[config.mk]
export PLATFORM = sky130hd
export DESIGN_NAME = dp_bitop_seq
export DESIGN_NICKNAME = d
export VERILOG_FILES = /design/src/rtl/dp_bitop_pkg.sv /design/src/rtl/dp_bitop_decode.sv /design/src/rtl/dp_bitop_bitunit.sv /design/src/rtl/dp_bitop_pcgen.sv /design/src/rtl/dp_bitop_seq.sv
export SDC_FILE = /design/constraint.sdc
export NUM_CORES = 1
export LEC_CHECK = 0
export BUFFER_PORTS_ARGS = -buffer_cell sky130_fd_sc_hd__buf_2
export CAP_MARGIN = 0
export CORE_MARGIN = 10
export CORE_UTILIZATION = 38
export DETAILED_ROUTE_END_ITERATION = 16
export PLACE_DENSITY = 0.6
export SYNTH_ARGS = -nofsm -noshare
export SYNTH_HDL_FRONTEND = slang
export SYNTH_HIERARCHICAL = 1
export SYNTH_SLANG_ARGS = --single-unit
[constraint.sdc]
create_clock -name clk -period 7.9 [get_ports clk]
set_clock_uncertainty 0.1 [all_clocks]
set_input_delay 1.975 -clock clk [delete_from_list [all_inputs] [get_ports clk]]
set_output_delay 1.975 -clock clk [all_outputs]
set_load 0.02 [all_outputs]
[src/rtl/dp_bitop_pkg.sv]
package dp_bitop_pkg;

    typedef enum logic [2:0] {
        ST_IDLE,
        ST_READ,
        ST_TEST,
        ST_RESOLVE,
        ST_WRITE,
        ST_FINISH
    } seq_state_e;

    // Decoded instruction fields
    typedef struct packed {
        logic       valid;      // opcode in the executed group
        logic       is_branch;  // test-and-branch group
        logic       polarity;   // branch-on-one / set (1), branch-on-zero / clear (0)
        logic [2:0] bit_idx;    // selected bit of the operand byte
    } op_dec_t;

endpackage

[src/rtl/dp_bitop_decode.sv]
module dp_bitop_decode
    import dp_bitop_pkg::*;
#(
    parameter int OP_W = 8
) (
    input  logic [OP_W-1:0] opcode,
    output op_dec_t         dec
);

    always_comb begin
        dec           = '0;
        dec.valid     = (opcode[OP_W-1:5] == '0);
        dec.is_branch = ~opcode[4];
        dec.polarity  = ~opcode[0];
        dec.bit_idx   = opcode[3:1];
    end

endmodule

[src/rtl/dp_bitop_bitunit.sv]
module dp_bitop_bitunit #(
    parameter int DATA_W = 8,
    localparam int IDX_W = $clog2(DATA_W)
) (
    input  logic [DATA_W-1:0] data,
    input  logic [IDX_W-1:0]  idx,
    input  logic              new_val,
    output logic              picked,
    output logic [DATA_W-1:0] modified
);

    assign picked = data[idx];

    // One lane per bit: only the addressed lane takes the new value
    for (genvar g = 0; g < DATA_W; g++) begin : g_lane
        assign modified[g] = (idx == IDX_W'(g)) ? new_val : data[g];
    end

endmodule

[src/rtl/dp_bitop_pcgen.sv]
module dp_bitop_pcgen #(
    parameter int PC_W   = 16,
    parameter int DISP_W = 8
) (
    input  logic [PC_W-1:0]   base_pc,
    input  logic [DISP_W-1:0] disp,
    input  logic              is_branch,
    input  logic              taken,
    output logic [PC_W-1:0]   next_pc
);

    localparam logic [PC_W-1:0] LEN_TEST   = PC_W'(3);
    localparam logic [PC_W-1:0] LEN_MODIFY = PC_W'(2);

    logic [PC_W-1:0] disp_ext;
    logic [PC_W-1:0] step;

    always_comb begin
        disp_ext = {{(PC_W-DISP_W){disp[DISP_W-1]}}, disp};
        step     = is_branch ? LEN_TEST : LEN_MODIFY;
        next_pc  = base_pc + step + ((is_branch && taken) ? disp_ext : '0);
    end

endmodule

[src/rtl/dp_bitop_seq.sv]
module dp_bitop_seq
    import dp_bitop_pkg::*;
#(
    parameter int ADDR_W = 16,
    parameter int PC_W   = 16,
    parameter int DATA_W = 8
) (
    input  logic              clk,
    input  logic              rst_n,
    input  logic              start_i,
    input  logic [7:0]        opcode_i,
    input  logic [7:0]        dir_addr_i,
    input  logic [7:0]        disp_i,
    input  logic [PC_W-1:0]   pc_i,
    input  logic              carry_i,
    output logic [ADDR_W-1:0] mem_addr_o,
    output logic              mem_rd_o,
    input  logic [DATA_W-1:0] mem_rdata_i,
    output logic              mem_wr_o,
    output logic [DATA_W-1:0] mem_wdata_o,
    output logic              carry_o,
    output logic [PC_W-1:0]   next_pc_o,
    output logic              done_o
);

    localparam int PAGE_W = 8;
    localparam int DISP_W = 8;

    typedef struct packed {
        seq_state_e        state;
        op_dec_t           dec;
        logic [PAGE_W-1:0] addr;
        logic [DISP_W-1:0] disp;
        logic [PC_W-1:0]   pc;
        logic [DATA_W-1:0] data;
        logic              carry;
        logic              taken;
    } seq_regs_t;

    seq_regs_t seq_d, seq_q;

    op_dec_t           dec_in;
    logic              bit_val;
    logic [DATA_W-1:0] byte_mod;
    logic [PC_W-1:0]   pc_calc;

    dp_bitop_decode #(.OP_W(8)) u_decode (
        .opcode (opcode_i),
        .dec    (dec_in)
    );

    dp_bitop_bitunit #(.DATA_W(DATA_W)) u_bitunit (
        .data     (seq_q.data),
        .idx      (seq_q.dec.bit_idx),
        .new_val  (seq_q.dec.polarity),
        .picked   (bit_val),
        .modified (byte_mod)
    );

    dp_bitop_pcgen #(.PC_W(PC_W), .DISP_W(DISP_W)) u_pcgen (
        .base_pc   (seq_q.pc),
        .disp      (seq_q.disp),
        .is_branch (seq_q.dec.is_branch),
        .taken     (seq_q.taken),
        .next_pc   (pc_calc)
    );

    always_comb begin
        seq_d = seq_q;
        unique case (seq_q.state)
            ST_IDLE: begin
                if (start_i && dec_in.valid) begin
                    seq_d.state = ST_READ;
                    seq_d.dec   = dec_in;
                    seq_d.addr  = dir_addr_i;
                    seq_d.disp  = disp_i;
                    seq_d.pc    = pc_i;
                    seq_d.carry = carry_i;
                    seq_d.taken = 1'b0;
                end
            end
            ST_READ: begin
                seq_d.data  = mem_rdata_i;
                seq_d.state = seq_q.dec.is_branch ? ST_TEST : ST_WRITE;
            end
            ST_TEST: begin
                seq_d.carry = bit_val;
                seq_d.taken = (bit_val == seq_q.dec.polarity);
                seq_d.state = ST_RESOLVE;
            end
            ST_RESOLVE: begin
                seq_d.pc    = pc_calc;
                seq_d.state = ST_FINISH;
            end
            ST_WRITE: begin
                seq_d.pc    = pc_calc;
                seq_d.state = ST_FINISH;
            end
            ST_FINISH: begin
                seq_d.state = ST_IDLE;
            end
            default: seq_d.state = ST_IDLE;
        endcase
    end

    always_ff @(posedge clk or negedge rst_n) begin
        if (!rst_n) begin
            seq_q       <= '0;
            seq_q.state <= ST_IDLE;
        end else begin
            seq_q <= seq_d;
        end
    end

    assign mem_addr_o  = {{(ADDR_W-PAGE_W){1'b0}}, seq_q.addr};
    assign mem_rd_o    = (seq_q.state == ST_READ);
    assign mem_wr_o    = (seq_q.state == ST_WRITE);
    assign mem_wdata_o = byte_mod;
    assign carry_o     = seq_q.carry;
    assign next_pc_o   = seq_q.pc;
    assign done_o      = (seq_q.state == ST_FINISH);

    // strobed accesses stay in the zero page
    assert_page_zero_R2: assert property (@(posedge clk) disable iff (!rst_n)
        (mem_rd_o || mem_wr_o) |-> (mem_addr_o[ADDR_W-1:PAGE_W] == '0));

    // a test instruction never writes
    assert_branch_no_write_R5: assert property (@(posedge clk) disable iff (!rst_n)
        (seq_q.state != ST_IDLE && seq_q.dec.is_branch) |-> !mem_wr_o);

    // write-back differs from the byte read in at most one bit
    assert_single_bit_change_R7: assert property (@(posedge clk) disable iff (!rst_n)
        mem_wr_o |-> ($countones(mem_wdata_o ^ seq_q.data) <= 1));

    // done is a single-cycle pulse
    assert_done_pulse_R9: assert property (@(posedge clk) disable iff (!rst_n)
        done_o |=> !done_o);

    // an opcode outside the executed group starts nothing
    assert_ignore_invalid_R1: assert property (@(posedge clk) disable iff (!rst_n)
        (seq_q.state == ST_IDLE && start_i && opcode_i[7:5] != 3'b000) |=> !mem_rd_o);

    // an accepted start is followed directly by the read
    assert_read_follows_start_R6: assert property (@(posedge clk) disable iff (!rst_n)
        (seq_q.state == ST_IDLE && start_i && opcode_i[7:5] == 3'b000) |=> mem_rd_o);

    // read and write never overlap
    assert_rd_wr_exclusive_R6: assert property (@(posedge clk) disable iff (!rst_n)
        !(mem_rd_o && mem_wr_o));

endmodule

# Word level (Yosys, flattened, before mapping)
# Cells that the tools add are included.
# classes
bitwise_logic	2
magnitude_cmp	1
eq_ne	14
add_sub_neg	2
mux	18
n_reduce_logical	11
# op_table
cell	count
$mux 41	1
$add 16x16->16	2
$pmux 16 s2	1
$eq 3x3->1 const B	6
$mux 16	1
$eq 3x2->1 const B	4
$pmux 3 s4	1
$mux 1	10
$logic_not 3->1	3
$eq 3x1->1 const B	2
$reduce_and 2->1	3
$lt 3x4->1 const B	1
$pmux 2 s2	1
$reduce_bool 2->1	2
$bmux 1 s3	1
$mux 3	1
$logic_and 1x1->1	2
$mux 2	1
$ne 2x2->1 const B	1
$not 1->1	2
$reduce_or 2->1	1
$eq 1x1->1	1
# word_totals
inputBits	52
ff_bits	51
elab_cells	59

# Depth between registers and ports, before layout
# Gate-level depths: netlist of the first run.
# depth
ltp_word	4
ltp_mapped	15
ltp_nobuf	14

# Cells and area by module
# The synthesis of the first run kept the hierarchy.
# modules_own_cells
mod	area_per_inst_um2	cells_each	seq_area_each_um2	n_inst
dp_bitop_seq	2333.5	247	1251.2	1
dp_bitop_pcgen	937.1	122	0.0	1
dp_bitop_bitunit	252.7	31	0.0	1
dp_bitop_decode	40.0	6	0.0	1

# Worst setup path after synthesis of the first run
# No wires, ideal clock.
# synth_timing
path_kind	register to output
from	register seq_q[44] (netlist bit)
to	output mem_wdata_o[2]
slack_ns	4.632
arrival_time_ns	1.193
stages_incl_launch_ff	5
required_time_ns	5.825
path_buffers	1
path_cell_list	dfrtp_1 -> buf_4 -> nand2b_1 -> nor2_1 -> mux2_1
# synth_between
elab_chain_len	2
# synth_lines
element	line_no	text
start: declaration	dp_bitop_seq.sv:40	seq_regs_t seq_d, seq_q;
start signal: assignment	dp_bitop_seq.sv:111	seq_q <= seq_d;
$eq 3x2->1	dp_bitop_bitunit.sv:16	assign modified[g] = (idx == IDX_W'(g)) ? new_val : data[g];
$mux 1	dp_bitop_bitunit.sv:16	
end: declaration	dp_bitop_seq.sv:20	output logic [DATA_W-1:0] mem_wdata_o,
# No other way between the ends.

# Final worst setup path of the first run
# Same ends and word-level chain as after synthesis.

==> results.toml, run 1 <==
[sta]
finalHoldViolCount = 0
worst_slew_pin_slew_ns = 0.652
finalSetupViolCount = 0
fin_crit_sh = 0.481
maxSlewHeadroom = 0.566
worst_slack_ns = 4.10
rsz0062_at_grt = "no"
clock.fmax_ghz = 0.263
final.min_clock_period_ns = 3.80
whs_ns = 0.378
setup_tns_ns = 0
slew_violations = 0

[synthesis]
synth_area_mm2 = 0.00356
netlist_instances = 406
synth_top_area_share = 0.351
yosys.area.top_type = "dfrtp_1"
avgSynthCellArea_um2 = 8.78
ys_warn_count = 6
ys_ff_latch = 50
ys_types = 49
synth_most_common_cell = "nand2_1"
synthFlopType = "dfrtp_1"
async_flop_share = 1.00
synth_common_cells = "nand2_1, dfrtp_1, buf_4, nor2_1, ha_1"
synth_edf_count = 0
synth_area_leaders = "dfrtp_1, nand2_1, buf_4, ha_1, xnor2_1"
ys_seq_area_frac = 0.351

[floorplanning]
start_util = 0.387
die_height_um = 117
die-area_mm2 = 0.0137
die_w_um = 117
coreArea_mm2 = 0.00920
core.rowCount = 35
io_pins = 96

[clocking]
htreeDepth = 2
cts_hold_buf = 0
cts_tree = "yes"
clock_insertion_delay_worst_skew_ns = 0.31
cts-buffers-inserted = 5
clkSinkCount = 50
clk_pin_slew_ns = 0.09
root_buffer = "clkbuf_8"
clock_tree.buffer_depth = 2
post_cts_buffers = 0
cts_resized = 0

[global_routing]
antenna_found_initial = 1
overflow = 0
grt_pass1_vias = 2960
grt_max_degree = 51
grt_use_total = 0.132
grt_pass1_wl_um = 14700

[routing]
routed_wl_um = 8720
detail_route.drc_violations = 0
avgRoutedWirePerCell_um = 15.2
firstDrtPassIters = 4
via_count = 2794
antenna_left = 0
viasPerCell = 4.88
drtIter0Drc = 88

[critical_path]
path_class = "flip-flop to output pin"
ff2ff_path_depth = 11
arrival_ns = 1.72
cp.required_ns = 5.83
start_kind = "flip-flop"
crit_path_max_fanout = 12
crit_path_end_kind = "output pin"

[power_and_ir_drop]
clockPowerShare = 0.115
p_int_w = 0.000864
power_density_mw_per_mm2 = 405
peakVddDrop_mv = 0.194
p_leak_nw = 2.00
finalPower_w = 0.00160
power.switching_w = 0.000738
switching_share = 0.461
power_frac_comb = 0.566
seqPwrFrac = 0.319

[placed_design]
post-place-ws_ns = 4.23
gp_congestion = 0.832
port_buffers = 87
dp_hpwl_um = 6670

[final_layout]
fillCellCount = 939
fin_nets = 533
drive_gt1_frac = 0.265
area_growth_pct = 11.0

[hold_path]
min_path_cells = 2
hold_class = "flip-flop to flip-flop"

[job]
drv_cap = 0

[status]
outcome = "completed"
==> per-layer routing <==
metal  wire (um)  part of all wire  vias to the layer above  track usage
met2        4270              0.49                       67        0.226
li1            -                 -                     1431            -
met4          80            0.0092                        0       0.0280
met5           0                 0                        -            0
met3         513             0.059                        8       0.0367
met1        3860              0.44                     1288        0.160
==> flip-flops by register name, summed over array words and instances (netlist names) <==
| register | flops |
|---|---|
| seq_q | 25 |
| next_pc_o | 16 |
| mem_addr_o | 8 |
| carry_o | 1 |
==> per-stage QoR <==
stage / instance area [um2] / util / instances
global placement: 3840 / 0.418 / 563
finish: 3950 / 0.430 / 572
detailed placement: 3840 / 0.418 / 563
floorplan: 3590 / - / 413
CTS: 3950 / 0.430 / 571
global route: 3950 / 0.430 / 571
==> cell type report <==
class / count / area, um2 / share of cell area
inverters: 14 / 52.6 / 0.0133
repair buffers: 92 / 473 / 0.120
diodes: 1 / 2.50 / 0.000633
well taps: 111 / 139 / 0.0351
multi-input cells: 296 / 1930 / 0.487
clock buffers: 6 / 72.6 / 0.0184
flip-flops and latches: 50 / 1250 / 0.316
clock inverters: 2 / 37.5 / 0.00949
==> power by group through the flow <==
stage / combinational [W] / sequential (W) / clock, W
final: 0.000907 / 0.000511 / 0.000185
after global routing: 0.00102 / 0.000538 / 0.000205
after CTS: 0.000921 / 0.000515 / 0.000197
after detailed placement: 0.000917 / 0.000520 / 0
after global placement: 0.000898 / 0.000514 / 0
after floorplan: 0.000805 / 0.000461 / 0
==> final timing paths <==
| path | start | to | slack (ns) |
|---|---|---|---|
| min in group asynchronous | rst_n | seq_q[8] | 1.67 |
| worst max-delay path | seq_q[44] | mem_wdata_o[2] | 4.10 |
| worst min-delay path | seq_q[32] | seq_q[32] | 0.38 |
| worst min register to register | seq_q[32] | seq_q[32] | 0.38 |
| worst max register to register | seq_q[46] | next_pc_o[15] | 4.51 |
| max in group asynchronous | rst_n | next_pc_o[4] | 5.59 |
==> cells in the final DEF, fill, tap and decap left out, types with 2 or more instances in the layout <==
cell type	instances
a211oi_1	2
a21o_1	4
a21oi_1	6
a221oi_2	3
a2bb2oi_1	7
a31oi_1	11
and2_1	8
and3_1	6
buf_2	87
buf_4	5
clkbuf_8	5
conb_1	8
dfrtp_1	50
fa_1	2
ha_1	20
inv_1	14
mux2_1	9
mux2_2	9
nand2_1	94
nand2b_1	2
nand3_1	14
nand3b_1	2
nor2_1	25
nor2b_1	3
nor3b_2	2
o21a_1	3
o21ai_0	11
o21ai_1	5
o21bai_1	2
o22ai_1	2
xnor2_1	15
xor2_1	5
==> cell families (layout without fill, tap and decap cells) <==
group / Yosys count / count (layout) / synth area share
AOI/OAI and AO/OA: 63 / 63 / 0.129
DFF: 50 / 50 / 0.351
buffers and inverters: 67 / 114 / 0.118
adders and majority gates: 22 / 22 / 0.0815
xor gates and xnor gates: 20 / 20 / 0.0492
other: 1 / 9 / 0.00105
muxes: 18 / 18 / 0.0569
and+or+nand+nor: 165 / 165 / 0.213
==> worst max-delay path: stages (launching register included) <==
cell and delay [ns]:
dfrtp_1 0.54, nand2b_1 0.23, nor2_1 0.15, mux2_1 0.33
buf_2 0.17
No activity file was read; power rests on OpenSTA's default activity.
==> inputs of run 2 (changes only) <==
- clock period: 7.9 -> 3.9 ns (I/O delays scaled with it)
==> results.toml, run 2 (same netlist as run 1, synthesis figures left out) <==
[status]
outcome = "completed"

[clocking]
clkSinkCount = 50
clock_insertion_delay_worst_skew_ns = 0.30
root_buffer = "clkbuf_8"
post_cts_buffers = 0
cts_tree = "yes"
cts-buffers-inserted = 5
htreeDepth = 2
clock_tree.buffer_depth = 2
clk_pin_slew_ns = 0.10
cts_hold_buf = 0
cts_resized = 0

[sta]
finalHoldViolCount = 0
final.min_clock_period_ns = 3.21
setup_tns_ns = 0
clock.fmax_ghz = 0.312
slew_violations = 0
worst_slew_pin_slew_ns = 0.672
maxSlewHeadroom = 0.552
finalSetupViolCount = 0
rsz0062_at_grt = "no"
fin_crit_sh = 0.822

[routing]
firstDrtPassIters = 4
drtIter0Drc = 111
top_layer = "met4"
avgRoutedWirePerCell_um = 15.3
detail_route.drc_violations = 0
route.met2.wl_um = 4160
via_count = 2823
routed_wl_um = 8750
antenna_left = 0
wl_met3_um = 523
wl_met1_um = 4020
viasPerCell = 4.95

[critical_path]
cp.required_ns = 4.03
start_kind = "flip-flop"
rrSetupSlack_ns = 0.69
ff2ff_path_depth = 11
r2r-end = "next_pc_o[15]"
arrival_ns = 3.34
r2r_start = "seq_q[46]"
crit_path_max_fanout = 13
path_class = "flip-flop to flip-flop"
crit_path_end_kind = "flip-flop"

[final_layout]
final_cell_mix = "nand2_1, buf_2, dfrtp_1"
final_cell_area_mm2 = 0.00393
area_growth_pct = 10.1
finalNonFillerCells = 570
fin_nets = 533
diodes = 0
mostFrequentLayoutCell = "nand2_1"
regMostFlops = "seq_q"
fillCellCount = 950
postLayoutCoreUtil = 0.427
drive_gt1_frac = 0.266
largest_register_ff_count = 25

[power_and_ir_drop]
power_density_mw_per_mm2 = 813
p_leak_nw = 1.99
finalPower_w = 0.00319
peakVddDrop_mv = 0.363

[floorplanning]
die_w_um = 117
start_util = 0.387
coreArea_mm2 = 0.00920
core.rowCount = 35
die-area_mm2 = 0.0137
io_pins = 96
die_height_um = 117

[global_routing]
overflow = 0
grt_pass1_wl_um = 14300
antenna_found_initial = 0
grt_max_degree = 30
grt_pass1_vias = 2923
grt_use_total = 0.128

[job]
drv_cap = 0

[placed_design]
gp_congestion = 0.890
dpl_cell_area_mm2 = 0.00384
port_buffers = 87
dp_cells = 563
dp_hpwl_um = 6810

[hold_path]
hold_class = "flip-flop to flip-flop"
min_to = "mem_addr_o[4]"
min_path_cells = 2
hp-start = "mem_addr_o[4]"
-- run 2: cell count changes in the layout (fill, tap and decap cells not counted), sizes merged --
| cell | before | now |
|---|---|---|
| clkinvlp | 1 | 2 |
| diode | 1 | 0 |
| bufinv | 1 | 0 |
| clkbuf | 6 | 5 |
-- run 2: worst max-delay path, cell delays in order (launching register included) --
cell and delay [ns]:
dfrtp_1 0.53, nand3_1 0.46, xnor2_1 0.26, ha_1 0.39, a21o_1 0.18, a31oi_1 0.18
o21ai_1 0.11, o21bai_2 0.22, a221oi_2 0.27, xnor2_1 0.14, o21ai_0 0.10, a2bb2oi_1 0.19
-- run 2: worst max-delay path by stage --
stage                          from  slack, ns       endpoint
after detailed placement  seq_q[46]       0.76  next_pc_o[15]
after global routing      seq_q[46]       0.30  next_pc_o[15]
final                     seq_q[46]       0.69  next_pc_o[15]
after floorplan           seq_q[46]       1.02  next_pc_o[15]
after CTS                 seq_q[46]       0.70  next_pc_o[15]
after global placement    seq_q[46]       0.85  next_pc_o[15]
-- run 2: report_power, final --
part	internal [W]	leakage (nW)	switching, W
clock network	0.000123	0.0362	0.000182
registers	0.000764	0.593	0.000275
logic	0.000797	1.36	0.00105
-- run 2: area by class of cell --
cell class	instances	area [um2]	share of cell area
Clock buffer	5	68.8	0.0175
Clock inverter	2	15.0	0.00383
Inverter	14	52.6	0.0134
Multi-Input combinational cell	296	1930	0.491
Sequential cell	50	1250	0.319
Tap cell	111	139	0.0354
Timing Repair Buffer	92	473	0.120
-- run 2: per-layer routing --
| layer | global-route usage | vias up |
|---|---|---|
| met5 | 0 | - |
| met4 | 0.0198 | 0 |
| met3 | 0.0357 | 5 |
| met2 | 0.220 | 59 |
| met1 | 0.158 | 1335 |
| li1 | - | 1424 |
-- run 2: stage by stage --
| step | hold slack, ns | setup slack [ns] |
|---|---|---|
| floorplan | 0.339 | 1.02 |
| global placement | 0.354 | 0.853 |
| detailed placement | 0.357 | 0.757 |
| CTS | 0.382 | 0.696 |
| global route | 0.414 | 0.301 |
| finish | 0.376 | 0.694 |
